===== src/rtl/rdo_pkg.sv =====
package rdo_pkg;
  // Strobes passed from control to datapath
  typedef struct packed {
    logic capture;  // take a hit snapshot this cycle
    logic load;     // pop queue head into the shifter
    logic send;     // shifter is presenting a packet
  } rdoStrobes_t;

  localparam int unsigned CMD_W = 3;
  localparam logic [CMD_W-1:0] CMD_ACCEPT = 3'b100;
endpackage


===== src/rtl/rdo_ctrl.sv =====
module rdo_ctrl
  import rdo_pkg::*;
#(
  parameter int LAT_W = 8,
  parameter int PKT_W = 176
) (
  input  logic             clk,
  input  logic             rst,
  input  logic             trigIn,
  input  logic             latWrEn,
  input  logic [LAT_W-1:0] latWrData,
  input  logic             qEmpty,
  output rdoStrobes_t      strb
);
  localparam int MAX_LAT = (1 << LAT_W) - 1;
  localparam int CNT_W   = $clog2(PKT_W);
  localparam int POS_W   = $clog2(CMD_W);
  localparam logic [POS_W-1:0] LAST_POS = POS_W'(CMD_W - 1);
  localparam logic [CNT_W-1:0] LAST_BIT = CNT_W'(PKT_W - 1);

  // Command deframer
  logic [CMD_W-2:0] cmdShift;
  logic [POS_W-1:0] cmdPos;
  logic             cmdBusy;
  logic             acceptPulse;

  always_ff @(posedge clk) begin
    if (rst) begin
      cmdShift    <= '0;
      cmdPos      <= '0;
      cmdBusy     <= 1'b0;
      acceptPulse <= 1'b0;
    end else begin
      acceptPulse <= 1'b0;
      if (!cmdBusy) begin
        if (trigIn) begin
          cmdBusy  <= 1'b1;
          cmdPos   <= POS_W'(1);
          cmdShift <= (CMD_W-1)'(1);
        end
      end else if (cmdPos == LAST_POS) begin
        cmdBusy     <= 1'b0;
        cmdPos      <= '0;
        acceptPulse <= ({cmdShift, trigIn} == CMD_ACCEPT);
      end else begin
        cmdPos   <= cmdPos + 1'b1;
        cmdShift <= {cmdShift[CMD_W-3:0], trigIn};
      end
    end
  end

  // Latency register and delay line
  logic [LAT_W-1:0] latReg;
  logic [MAX_LAT:1] latPipe;
  logic             captureNow;

  always_ff @(posedge clk) begin
    if (rst) begin
      latReg  <= '0;
      latPipe <= '0;
    end else begin
      if (latWrEn) latReg <= latWrData;
      latPipe <= {latPipe[MAX_LAT-1:1], acceptPulse};
    end
  end

  always_comb begin
    if (latReg == '0) captureNow = acceptPulse;
    else              captureNow = latPipe[latReg];
  end

  // Serializer sequencing
  logic             active;
  logic [CNT_W-1:0] bitCnt;

  always_ff @(posedge clk) begin
    if (rst) begin
      active <= 1'b0;
      bitCnt <= '0;
    end else if (!active) begin
      if (!qEmpty) begin
        active <= 1'b1;
        bitCnt <= '0;
      end
    end else if (bitCnt == LAST_BIT) begin
      active <= 1'b0;
    end else begin
      bitCnt <= bitCnt + 1'b1;
    end
  end

  always_comb begin
    strb.capture = captureNow;
    strb.load    = !active && !qEmpty;
    strb.send    = active;
  end

  // Accepts are at least one frame apart
  assert_accept_spacing_R1: assert property (@(posedge clk) disable iff (rst)
    acceptPulse |=> !acceptPulse);

  // Last bit is followed by an idle bit time
  assert_packet_gap_R7: assert property (@(posedge clk) disable iff (rst)
    (active && bitCnt == LAST_BIT) |=> !active);

  // A load starts a packet at bit zero
  assert_load_start_R6: assert property (@(posedge clk) disable iff (rst)
    strb.load |=> (active && bitCnt == '0));
endmodule


===== src/rtl/rdo_datapath.sv =====
module rdo_datapath
  import rdo_pkg::*;
#(
  parameter int HIT_W  = 128,
  parameter int EVT_W  = 12,
  parameter int BC_W   = 4,
  parameter int ID_W   = 12,
  parameter int HDR_W  = 4,
  parameter int CHK_W  = 16,
  parameter int QDEPTH = 4,
  parameter logic [ID_W-1:0]  CHIP_ID = 'hC5A,
  parameter logic [HDR_W-1:0] HEADER  = 'hA
) (
  input  logic             clk,
  input  logic             rst,
  input  rdoStrobes_t      strb,
  input  logic [HIT_W-1:0] hitIn,
  output logic             qEmpty,
  output logic             dataOut,
  output logic             dataValid,
  output logic             overflowFlag
);
  localparam int REC_W  = EVT_W + BC_W + HIT_W;
  localparam int BODY_W = HDR_W + EVT_W + BC_W + ID_W + HIT_W;
  localparam int PKT_W  = BODY_W + CHK_W;
  localparam int NSLICE = BODY_W / CHK_W;
  localparam int PTR_W  = (QDEPTH > 1) ? $clog2(QDEPTH) : 1;
  localparam int QCNT_W = $clog2(QDEPTH + 1);
  localparam logic [QCNT_W-1:0] QFULL_CNT = QCNT_W'(QDEPTH);
  localparam logic [PTR_W-1:0]  LAST_PTR  = PTR_W'(QDEPTH - 1);

  function automatic logic [PTR_W-1:0] bumpPtr(input logic [PTR_W-1:0] p);
    return (p == LAST_PTR) ? '0 : p + 1'b1;
  endfunction

  logic [REC_W-1:0]  qMem [QDEPTH];
  logic [PTR_W-1:0]  wrPtr, rdPtr;
  logic [QCNT_W-1:0] qCount;
  logic [EVT_W-1:0]  evtCnt;
  logic [BC_W-1:0]   bcCnt;
  logic              qFull, doPush, doPop;

  assign qFull  = (qCount == QFULL_CNT);
  assign qEmpty = (qCount == '0);
  assign doPush = strb.capture && !qFull;
  assign doPop  = strb.load;

  always_ff @(posedge clk) begin
    if (rst) begin
      wrPtr        <= '0;
      rdPtr        <= '0;
      qCount       <= '0;
      evtCnt       <= '0;
      bcCnt        <= '0;
      overflowFlag <= 1'b0;
    end else begin
      bcCnt <= bcCnt + 1'b1;
      if (strb.capture) begin
        evtCnt <= evtCnt + 1'b1;
        if (qFull) overflowFlag <= 1'b1;
      end
      if (doPush) begin
        qMem[wrPtr] <= {evtCnt, bcCnt, hitIn};
        wrPtr       <= bumpPtr(wrPtr);
      end
      if (doPop) rdPtr <= bumpPtr(rdPtr);
      case ({doPush, doPop})
        2'b10:   qCount <= qCount + 1'b1;
        2'b01:   qCount <= qCount - 1'b1;
        default: qCount <= qCount;
      endcase
    end
  end

  // Packet assembly from the queue head
  logic [REC_W-1:0]  headRec;
  logic [BODY_W-1:0] body;
  logic [CHK_W-1:0]  chk;

  assign headRec = qMem[rdPtr];
  assign body = {HEADER, headRec[REC_W-1 -: EVT_W], headRec[HIT_W+BC_W-1 -: BC_W],
                 CHIP_ID, headRec[HIT_W-1:0]};

  always_comb begin
    chk = '0;
    for (int k = 0; k < NSLICE; k++) chk ^= body[k*CHK_W +: CHK_W];
  end

  // Shifter and falling-edge output stage
  logic [PKT_W-1:0] txShift;

  always_ff @(posedge clk) begin
    if (rst)            txShift <= '0;
    else if (strb.load) txShift <= {body, chk};
    else if (strb.send) txShift <= {txShift[PKT_W-2:0], 1'b0};
  end

  always_ff @(negedge clk) begin
    if (rst) begin
      dataOut   <= 1'b0;
      dataValid <= 1'b0;
    end else begin
      dataOut   <= strb.send & txShift[PKT_W-1];
      dataValid <= strb.send;
    end
  end

  assert_no_overflow_R8: assert property (@(posedge clk) disable iff (rst)
    qCount <= QFULL_CNT);

  // A capture into a full queue with no pop leaves it full
  assert_drop_full_R8: assert property (@(posedge clk) disable iff (rst)
    (strb.capture && qFull && !strb.load) |=> qFull);

  assert_sticky_overflow_R8: assert property (@(posedge clk) disable iff (rst)
    overflowFlag |=> overflowFlag);

  assert_event_step_R5: assert property (@(posedge clk) disable iff (rst)
    strb.capture |=> (evtCnt == EVT_W'($past(evtCnt) + 1'b1)));
endmodule


===== src/rtl/rdo_readout_emu.sv =====
module rdo_readout_emu
  import rdo_pkg::*;
#(
  parameter int HIT_W  = 128,
  parameter int EVT_W  = 12,
  parameter int BC_W   = 4,
  parameter int ID_W   = 12,
  parameter int HDR_W  = 4,
  parameter int CHK_W  = 16,
  parameter int LAT_W  = 8,
  parameter int QDEPTH = 4,
  parameter logic [ID_W-1:0]  CHIP_ID = 'hC5A,
  parameter logic [HDR_W-1:0] HEADER  = 'hA
) (
  input  logic             clk,
  input  logic             rst,
  input  logic             trigIn,
  input  logic [HIT_W-1:0] hitIn,
  input  logic             latWrEn,
  input  logic [LAT_W-1:0] latWrData,
  output logic             dataOut,
  output logic             dataValid,
  output logic             overflowFlag
);
  localparam int PKT_W = HDR_W + EVT_W + BC_W + ID_W + HIT_W + CHK_W;

  rdoStrobes_t strb;
  logic        qEmpty;

  rdo_ctrl #(.LAT_W(LAT_W), .PKT_W(PKT_W)) ctrl_i (
    .clk(clk), .rst(rst), .trigIn(trigIn), .latWrEn(latWrEn),
    .latWrData(latWrData), .qEmpty(qEmpty), .strb(strb)
  );

  rdo_datapath #(
    .HIT_W(HIT_W), .EVT_W(EVT_W), .BC_W(BC_W), .ID_W(ID_W), .HDR_W(HDR_W),
    .CHK_W(CHK_W), .QDEPTH(QDEPTH), .CHIP_ID(CHIP_ID), .HEADER(HEADER)
  ) dp_i (
    .clk(clk), .rst(rst), .strb(strb), .hitIn(hitIn), .qEmpty(qEmpty),
    .dataOut(dataOut), .dataValid(dataValid), .overflowFlag(overflowFlag)
  );
endmodule


===== config.mk =====
export PLATFORM = sky130hd
export DESIGN_NAME = rdo_readout_emu
export DESIGN_NICKNAME = d
export VERILOG_FILES = /design/src/rtl/rdo_pkg.sv /design/src/rtl/rdo_ctrl.sv /design/src/rtl/rdo_datapath.sv /design/src/rtl/rdo_readout_emu.sv
export SDC_FILE = /design/constraint.sdc
export NUM_CORES = 1
export LEC_CHECK = 0
export CORE_UTILIZATION = 71
export CTS_BUF_LIST = sky130_fd_sc_hd__clkbuf_2 sky130_fd_sc_hd__clkbuf_4 sky130_fd_sc_hd__clkbuf_8
export DETAILED_ROUTE_END_ITERATION = 8
export DONT_BUFFER_PORTS = 1
export HOLD_SLACK_MARGIN = 0.06
export PLACE_DENSITY_LB_ADDON = 0.1
export SLEW_MARGIN = 40
export SYNTH_ARGS = -nofsm -noshare
export SYNTH_HDL_FRONTEND = slang
export SYNTH_SLANG_ARGS = --single-unit

===== constraint.sdc =====
create_clock -name clk -period 29.9 [get_ports clk]
set_input_delay 4.485 -clock clk [delete_from_list [all_inputs] [get_ports clk]]
set_output_delay 4.485 -clock clk [all_outputs]
set_load 0.005 [all_outputs]

# [After elaboration in Yosys (flattened, before gate mapping)]
# Memory sizes are Yosys's and may differ from the RTL's. A register that Yosys moved wholly into a read port is not among the register bits.
# Index checks and enable logic that the tools add are counted.
[word_totals] ram_bits=576 ff_bits=480 out_inout_bits=3 wordCells=93 mem_count=1 inputBits=140
[op_classes] addsub=8 bitwise=12 n_eq_ne=11 magnitude_cmp=1 mux=27 reduce_logical=15
[memory_table] name="dp_i.qMem" depth=4 word_bits=144 rd=1 rd_ports_with_merged_regs=1 write_ports=1 line_no="rdo_datapath.sv:36" rtl="logic [REC_W-1:0] qMem [QDEPTH];"
[op_table] op="$mux 176" count=2
[op_table] op="$xor 16x16->16" count=9
[op_table] op="$mux 8" count=3
[op_table] op="$mux 2" count=9
[op_table] op="$add 12x1->12 const B" count=1
[op_table] op="$mux 1" count=11
[op_table] op="$lt 8x9->1 const B" count=1
[op_table] op="$add 8x1->8 const B" count=1
[op_table] op="$bmux 1 s8" count=1
[op_table] op="$eq 2x2->1 const B" count=4
[op_table] op="$eq 8x8->1 const B" count=1
[op_table] op="$logic_not 8->1" count=1
[op_table] op="$add 2x1->2 const B" count=3
[op_table] op="$eq 3x3->1 const B" count=2
[op_table] op="$ne 2x2->1 const B" count=3
[op_table] op="$pmux 3 s2" count=1
[op_table] op="$reduce_and 2->1" count=3
[op_table] op="$reduce_bool 2->1" count=3
[op_table] op="$add 4x1->4 const B" count=1
[op_table] op="$add 3x1->3 const B" count=1
[op_table] op="$logic_not 1->1" count=3
[op_table] op="$logic_not 3->1" count=1
[op_table] op="$reduce_or 3->1" count=1
[op_table] op="$sub 3x1->3 const B" count=1
[op_table] op="5 further kinds" count=7

# [Longest topological paths before layout]
# Gate-level depths: netlist (run 1).
[logic_depth] depth_word=10 depth_mapped=19 ltp_nobuf=14

# [Cells and area by module]
# From an unflattened synthesis (run 1), not the netlist that was laid out.
[hier_totals] hier_cells=2754 area_unflattened_um2=41118.2
[modules_own_cells] mod="rdo_datapath" cells_per_inst=1913 instances=1 area_per_inst_um2=31019.8 seq_area_each_um2=21380.5
[modules_own_cells] mod="rdo_ctrl" cells_per_inst=841 instances=1 area_per_inst_um2=10098.4 seq_area_each_um2=5565.3

==> flow_metrics.py, run 1 <==
metrics = {
    "outcome": {
        "status": "finished clean",
    },
    "final_layout": {
        "multiInputGateArea_um2": 12800,
        "regArea_um2": 27000,
        "n_fill_cell": 3218,
        "fin_cells": 3834,
        "area_delta_synth_final_pct": 9.39,
        "fin_util_pct": 78.7,
        "nNetsFinal": 3090,
        "finish.instance_area_um2": 44400,
        "antenna_cells": 0,
        "drive_gt1_share_pct": 17.3,
    },
    "placement": {
        "dpl_cell_area_um2": 41000,
        "placedCellCount": 3531,
        "dp_hpwl_mm": 53.5,
        "io_buffers": 0,
        "gp_congestion": 0.855,
    },
    "clock_network": {
        "cts_hold_buf": 0,
        "cts_htree_levels": 4,
        "root_buffer": "clkbuf_8",
        "clock-sinks": 1058,
        "post_cts_buffers": 0,
        "cts_resized": 0,
        "cts_buffers": 161,
        "cts_tree": "done",
        "clk_pin_slew_ns": 0.06,
        "cts_buffer_depth": 3,
        "clkLatencyLatePin_ns": 0.77,
    },
    "synth": {
        "ys_types": 61,
        "ys_seq_area_share_pct": 66.3,
        "yosysWarnings": 0,
        "synth_seq_cells": 1058,
        "syn_area_per_cell_um2": 13.8,
        "synth_largest_area_cell": "edfxtp_1",
        "synth_flop_cell": "edfxtp_1",
        "syn-instance-count": 2938,
        "synth_nets": 3088,
        "syn_area_um2": 40600,
        "synth_edf_count": 576,
        "async_reset_ff_share_pct": 0,
        "synth.area.top_cells": "edfxtp_1 (43%), dfxtp_1 (24%), mux4_2 (11%), nor2b_1 (4.1%), a21oi_1 (4.1%)",
        "synth_top_area_share_pct": 42.6,
    },
    "die": {
        "io-pin-count": 143,
        "coreArea_um2": 56500,
        "rows": 87,
        "die_area_um2": 58200,
        "dieWidth_um": 241,
        "initial_utilization_pct": 71.9,
        "die_h_um": 241,
    },
    "hold_path": {
        "hold_path_depth": 2,
        "hp-start": "ctrl_i.cmdShift[1]",
        "hold_end": "ctrl_i.acceptPulse",
        "min_path_type": "reg2reg",
    },
    "global_routing": {
        "grt_pass1_vias": 23100,
        "grt-ovfl-total": 0,
        "antenna_found_initial": 0,
        "grt_pass1_wl_mm": 130,
        "grt_max_degree": 474,
        "grt_use_total_pct": 30.1,
    },
    "detailed_routing": {
        "ant_nets": 0,
        "vias": 23300,
        "vias_per_cell": 6.07,
        "routed_wl_mm": 85.0,
        "first_pass_iters": 6,
        "remaining_drc_errors": 0,
        "wl_per_cell_um": 22.2,
        "initialDrtViolationCount": 2393,
    },
    "pwr": {
        "power_leakage_nw": 15.0,
        "power_density_nw_per_um2": 92.9,
        "ir_drop_uv": 61.4,
    },
    "sta": {
        "hold_ws_ns": 0.451,
        "hold_viol": 0,
        "grt_setup_unrepaired": "false",
        "setup_viol": 0,
        "drv_slew": 0,
        "maxSlewHeadroom_pct": 43.2,
        "tns_ns": 0,
        "worst_slew_pin_slew_ns": 0.851,
        "finClkSkew_ns": 0.0533,
    },
    "critical_path": {
        "start_kind": "flop",
        "reg2reg_from": "ctrl_i.active",
        "cp.arrival_ns": 16.01,
        "crit_required_ns": 25.42,
        "regToRegSetupSlack_ns": 13.84,
        "crit_fanout": 1,
        "worstSetupPathType": "reg2out",
        "r2r_end": "dp_i.dataOut",
        "cp.depth": 0,
        "r2r_cells": 2,
        "worstSetupEndpointType": "output port",
    },
    "run": {
        "max-cap-violations": 0,
    },
}
## synth_stat cells, types with 6 or more instances
library cell / instances
edfxtp_1: 576
dfxtp_1: 482
a21oi_1: 332
nand2_1: 310
nor2b_1: 266
nor2_1: 231
mux4_2: 197
clkbuf_1: 125
xnor2_1: 102
xor2_1: 37
mux2i_1: 32
buf_1: 26
buf_2: 24
inv_1: 23
nand3_1: 17
a221oi_1: 10
o21ai_0: 10
ha_1: 9
mux4_1: 9
a211oi_1: 8
buf_4: 8
buf_6: 8
or3_1: 7
mux2_2: 6
nor3_1: 6
## stage by stage
| step | setup slack [ns] | total power, mW |
|---|---|---|
| final | 9.41 | 4.13 |
| after global routing | 9.34 | 4.32 |
| after CTS | 9.35 | 4.13 |
| after detailed placement | 10.07 | 2.93 |
| after global placement | 10.05 | 2.90 |
| after floorplan | 9.14 | 2.64 |
## layout make-up
type / count / share of cell area [%]
Sequential cell: 1058 / 60.7
Multi-Input combinational cell: 1665 / 28.8
Clock buffer: 246 / 6.83
Tap cell: 756 / 2.13
Clock inverter: 57 / 0.777
Timing Repair Buffer: 30 / 0.625
Inverter: 22 / 0.186
## layout by cell type, fill, tap and decap left out, types with 5 or more instances in the layout
cell type  instances
mux4_1             9
inv_1             24
nor2b_1          266
mux2i_1           32
o21ai_0           10
xor2_1            37
xnor2_1          102
nor2_1           231
mux4_2           197
nand3_1           17
buf_4             19
buf_6              9
or3_1              6
clkinv_2          17
nor3_1             5
edfxtp_1         576
inv_6              6
a211oi_1           8
mux2_2             6
ha_1               9
a221oi_1          10
a21oi_1          332
dfxtp_1          475
dfxtp_4            5
clkbuf_8         191
clkbuf_4          56
nand2_1          310
clkinv_1          25
## report_power, final
group | leakage (nW) | total, mW | internal [mW] | switching [mW]
Combinational | 4.02 | 1.17 | 0.461 | 0.713
Sequential | 9.14 | 1.75 | 1.66 | 0.0927
Clock | 1.80 | 1.21 | 0.668 | 0.538
## sequential cells by signal, summed over array words and instances (netlist names), 2 cells and up, named ones only
signal           count
dp_i.evtCnt         12
dp_i.qMem          576
dp_i.bcCnt           4
ctrl_i.latPipe     255
dp_i.wrPtr           2
ctrl_i.cmdPos        2
ctrl_i.cmdShift      2
dp_i.rdPtr           2
dp_i.txShift       176
dp_i.qCount          3
ctrl_i.bitCnt        8
ctrl_i.latReg        8
## worst max-delay path by stage
| stage | start | to |
|---|---|---|
| 2_1_floorplan | rst | dp_i.qMem[0][0] |
| 3_3_place_gp | rst | dp_i.dataOut |
| 3_5_place_dp | rst | dp_i.dataOut |
| 4_1_cts | dp_i.dataOut | dataOut |
| 5_1_grt | dp_i.dataOut | dataOut |
| 6_report | dp_i.dataOut | dataOut |
## per-layer routing
metal	global-route usage [%]	wire, um	vias to the layer above
li1	-	-	10600
met4	14.6	3590	0
met2	47.2	40500	980
met3	6.78	7100	205
met1	40.5	33800	11500
met5	0	0	-
## cell families after synthesis
| kind of cell | Yosys count | synth area share [%] |
|---|---|---|
| compound gates | 396 | 5.35 |
| xor+xnor | 139 | 3.00 |
| fa+ha+maj | 10 | 0.326 |
| buf+inv | 215 | 2.32 |
| flops | 1058 | 66.3 |
| mux | 246 | 12.5 |
| simple gates | 874 | 10.2 |
No activity file was read; power rests on OpenSTA's default activity.
==> inputs of run 2 (changes only) <==
--- a/config.mk
+++ b/config.mk
@@ -5,7 +5,7 @@
 export SDC_FILE = /design/constraint.sdc
 export NUM_CORES = 1
 export LEC_CHECK = 0
-export CORE_UTILIZATION = 71
+export CORE_UTILIZATION = 59
 export CTS_BUF_LIST = sky130_fd_sc_hd__clkbuf_2 sky130_fd_sc_hd__clkbuf_4 sky130_fd_sc_hd__clkbuf_8
 export DETAILED_ROUTE_END_ITERATION = 8
 export DONT_BUFFER_PORTS = 1
==> constraint.sdc (replaced) <==
create_clock -name clk -period 17.3 [get_ports clk]
set_input_delay 2.595 -clock clk [delete_from_list [all_inputs] [get_ports clk]]
set_output_delay 2.595 -clock clk [all_outputs]
set_load 0.005 [all_outputs]
==> run 2 against run 1 <==
First-iteration DRC count is 23% lower. Cell area is 1.1% higher. Non-clock buffer count stayed put. Sequential power is 71% higher. Die area is 20% higher. Largest power group unchanged.
==> flow_metrics.py, run 2 (synthesized netlist as in run 1, its figures left out) <==
metrics = {
    "global_routing": {
        "globalRouteMet3Util_pct": 5.76,
        "grt_pass1_vias": 23000,
        "grt_pass1_wl_mm": 132,
        "grt_max_degree": 474,
        "grt_use_total_pct": 24.8,
        "antenna_found_initial": 1,
        "grt_use_met1_pct": 33.4,
        "grt-ovfl-total": 0,
        "grt_use_met2_pct": 40.5,
        "gr-max-usage-layer": "met2",
    },
    "pwr": {
        "power_leakage_nw": 15.1,
        "power_density_nw_per_um2": 161,
        "ir_drop_uv": 98.4,
    },
    "detailed_routing": {
        "wl_per_cell_um": 21.4,
        "ant_nets": 0,
        "vias_per_cell": 5.75,
        "vias": 22800,
        "first_pass_iters": 6,
        "routed_wl_mm": 84.9,
        "initialDrtViolationCount": 1835,
        "remaining_drc_errors": 0,
    },
    "clock_network": {
        "clock-sinks": 1058,
        "cts_htree_levels": 4,
        "cts_tree": "done",
        "cts_hold_buf": 0,
        "cts_buffer_depth": 3,
        "clkLatencyLatePin_ns": 0.80,
        "clk_pin_slew_ns": 0.06,
        "root_buffer": "clkbuf_8",
        "cts_resized": 0,
        "post_cts_buffers": 0,
        "cts_buffers": 168,
    },
    "critical_path": {
        "start_kind": "flop",
        "worstSetupPathType": "reg2out",
        "crit_required_ns": 14.70,
        "worstSetupEndpointType": "output port",
        "regToRegSetupSlack_ns": 7.68,
        "r2r_end": "dp_i.dataOut",
        "r2r_cells": 2,
        "reg2reg_from": "ctrl_i.active",
        "cp.arrival_ns": 9.72,
        "crit_fanout": 1,
    },
    "final_layout": {
        "most-common-layout-cells": "edfxtp_1 (576), dfxtp_1 (475), a21oi_1 (332)",
        "drive_gt1_share_pct": 17.8,
        "n_fill_cell": 4752,
        "largest_reg_flops": 576,
        "nNetsFinal": 3097,
        "finish.instance_area_um2": 44900,
        "top_register": "dp_i.qMem",
        "reg.largest.list": "dp_i.qMem x576, ctrl_i.latPipe x255, dp_i.txShift x176",
        "fin_util_pct": 66.4,
        "area_delta_synth_final_pct": 10.6,
        "final_common_cell": "edfxtp_1",
    },
    "sta": {
        "finClkSkew_ns": 0.0579,
        "worst_slew_pin_slew_ns": 0.861,
        "drv_slew": 0,
        "grt_setup_unrepaired": "false",
        "hold_ws_ns": 0.445,
        "tns_ns": 0,
        "hold_viol": 0,
        "maxSlewHeadroom_pct": 42.6,
        "setup_viol": 0,
    },
    "die": {
        "dieWidth_um": 264,
        "initial_utilization_pct": 60.1,
        "rows": 95,
        "coreArea_um2": 67600,
        "die_h_um": 264,
        "io-pin-count": 143,
        "die_area_um2": 69900,
    },
    "run": {
        "max-cap-violations": 0,
    },
    "placement": {
        "dpl_cell_area_um2": 41300,
        "dp_hpwl_mm": 51.7,
        "gp_congestion": 0.817,
        "io_buffers": 0,
    },
    "hold_path": {
        "hold_path_depth": 1,
        "min_path_type": "reg2reg",
        "hold_end": "ctrl_i.latPipe[184]",
        "hp-start": "ctrl_i.latPipe[183]",
    },
    "outcome": {
        "status": "finished clean",
    },
}
run 2: power by group:
part	internal [mW]	switching, mW
registers	2.86	0.140
clock network	1.22	0.959
logic	0.818	1.22
run 2: area by class of cell:
type                            instances  area (um^2)  share of cell area (%)
Antenna cell                            1         2.50                 0.00557
Clock buffer                          254         3080                    6.85
Clock inverter                         58          453                    1.01
Inverter                               22         82.6                   0.184
Multi-Input combinational cell       1665        12800                    28.5
Sequential cell                      1058        27000                    60.0
Tap cell                              873         1090                    2.43
Timing Repair Buffer                   30          448                   0.997
run 2: how the worst max path moves through the flow:
stage / end / slack, ns / from / depth (start not counted)
global route: dataValid / 4.90 / dp_i.dataValid / 0
floorplan: dp_i.qMem[0][0] / -1.57 / rst / 3
global placement: dp_i.dataOut / 5.65 / rst / 2
finish: dataValid / 4.99 / dp_i.dataValid / 0
CTS: dataValid / 4.93 / dp_i.dataValid / 0
detailed placement: dp_i.dataOut / 5.65 / rst / 2
run 2: per-layer routing:
metal  part of all wire (%)  vias to the layer above  wire length (um)
met1                     42                    11400             36000
met5                      0                        -                 0
met2                     50                      630             42000
li1                       -                    10600                 -
met3                    6.2                      115              5270
met4                    1.9                        0              1600
run 2: per-stage QoR:
stage | power [mW] | worst slack (ns) | std cells
5_1_grt | 7.58 | 4.90 | 3961
4_1_cts | 7.27 | 4.93 | 3959
2_1_floorplan | 4.57 | -1.57 | 2938
6_report | 7.22 | 4.99 | 3961
3_3_place_gp | 5.02 | 5.65 | 3640
3_5_place_dp | 5.08 | 5.65 | 3648
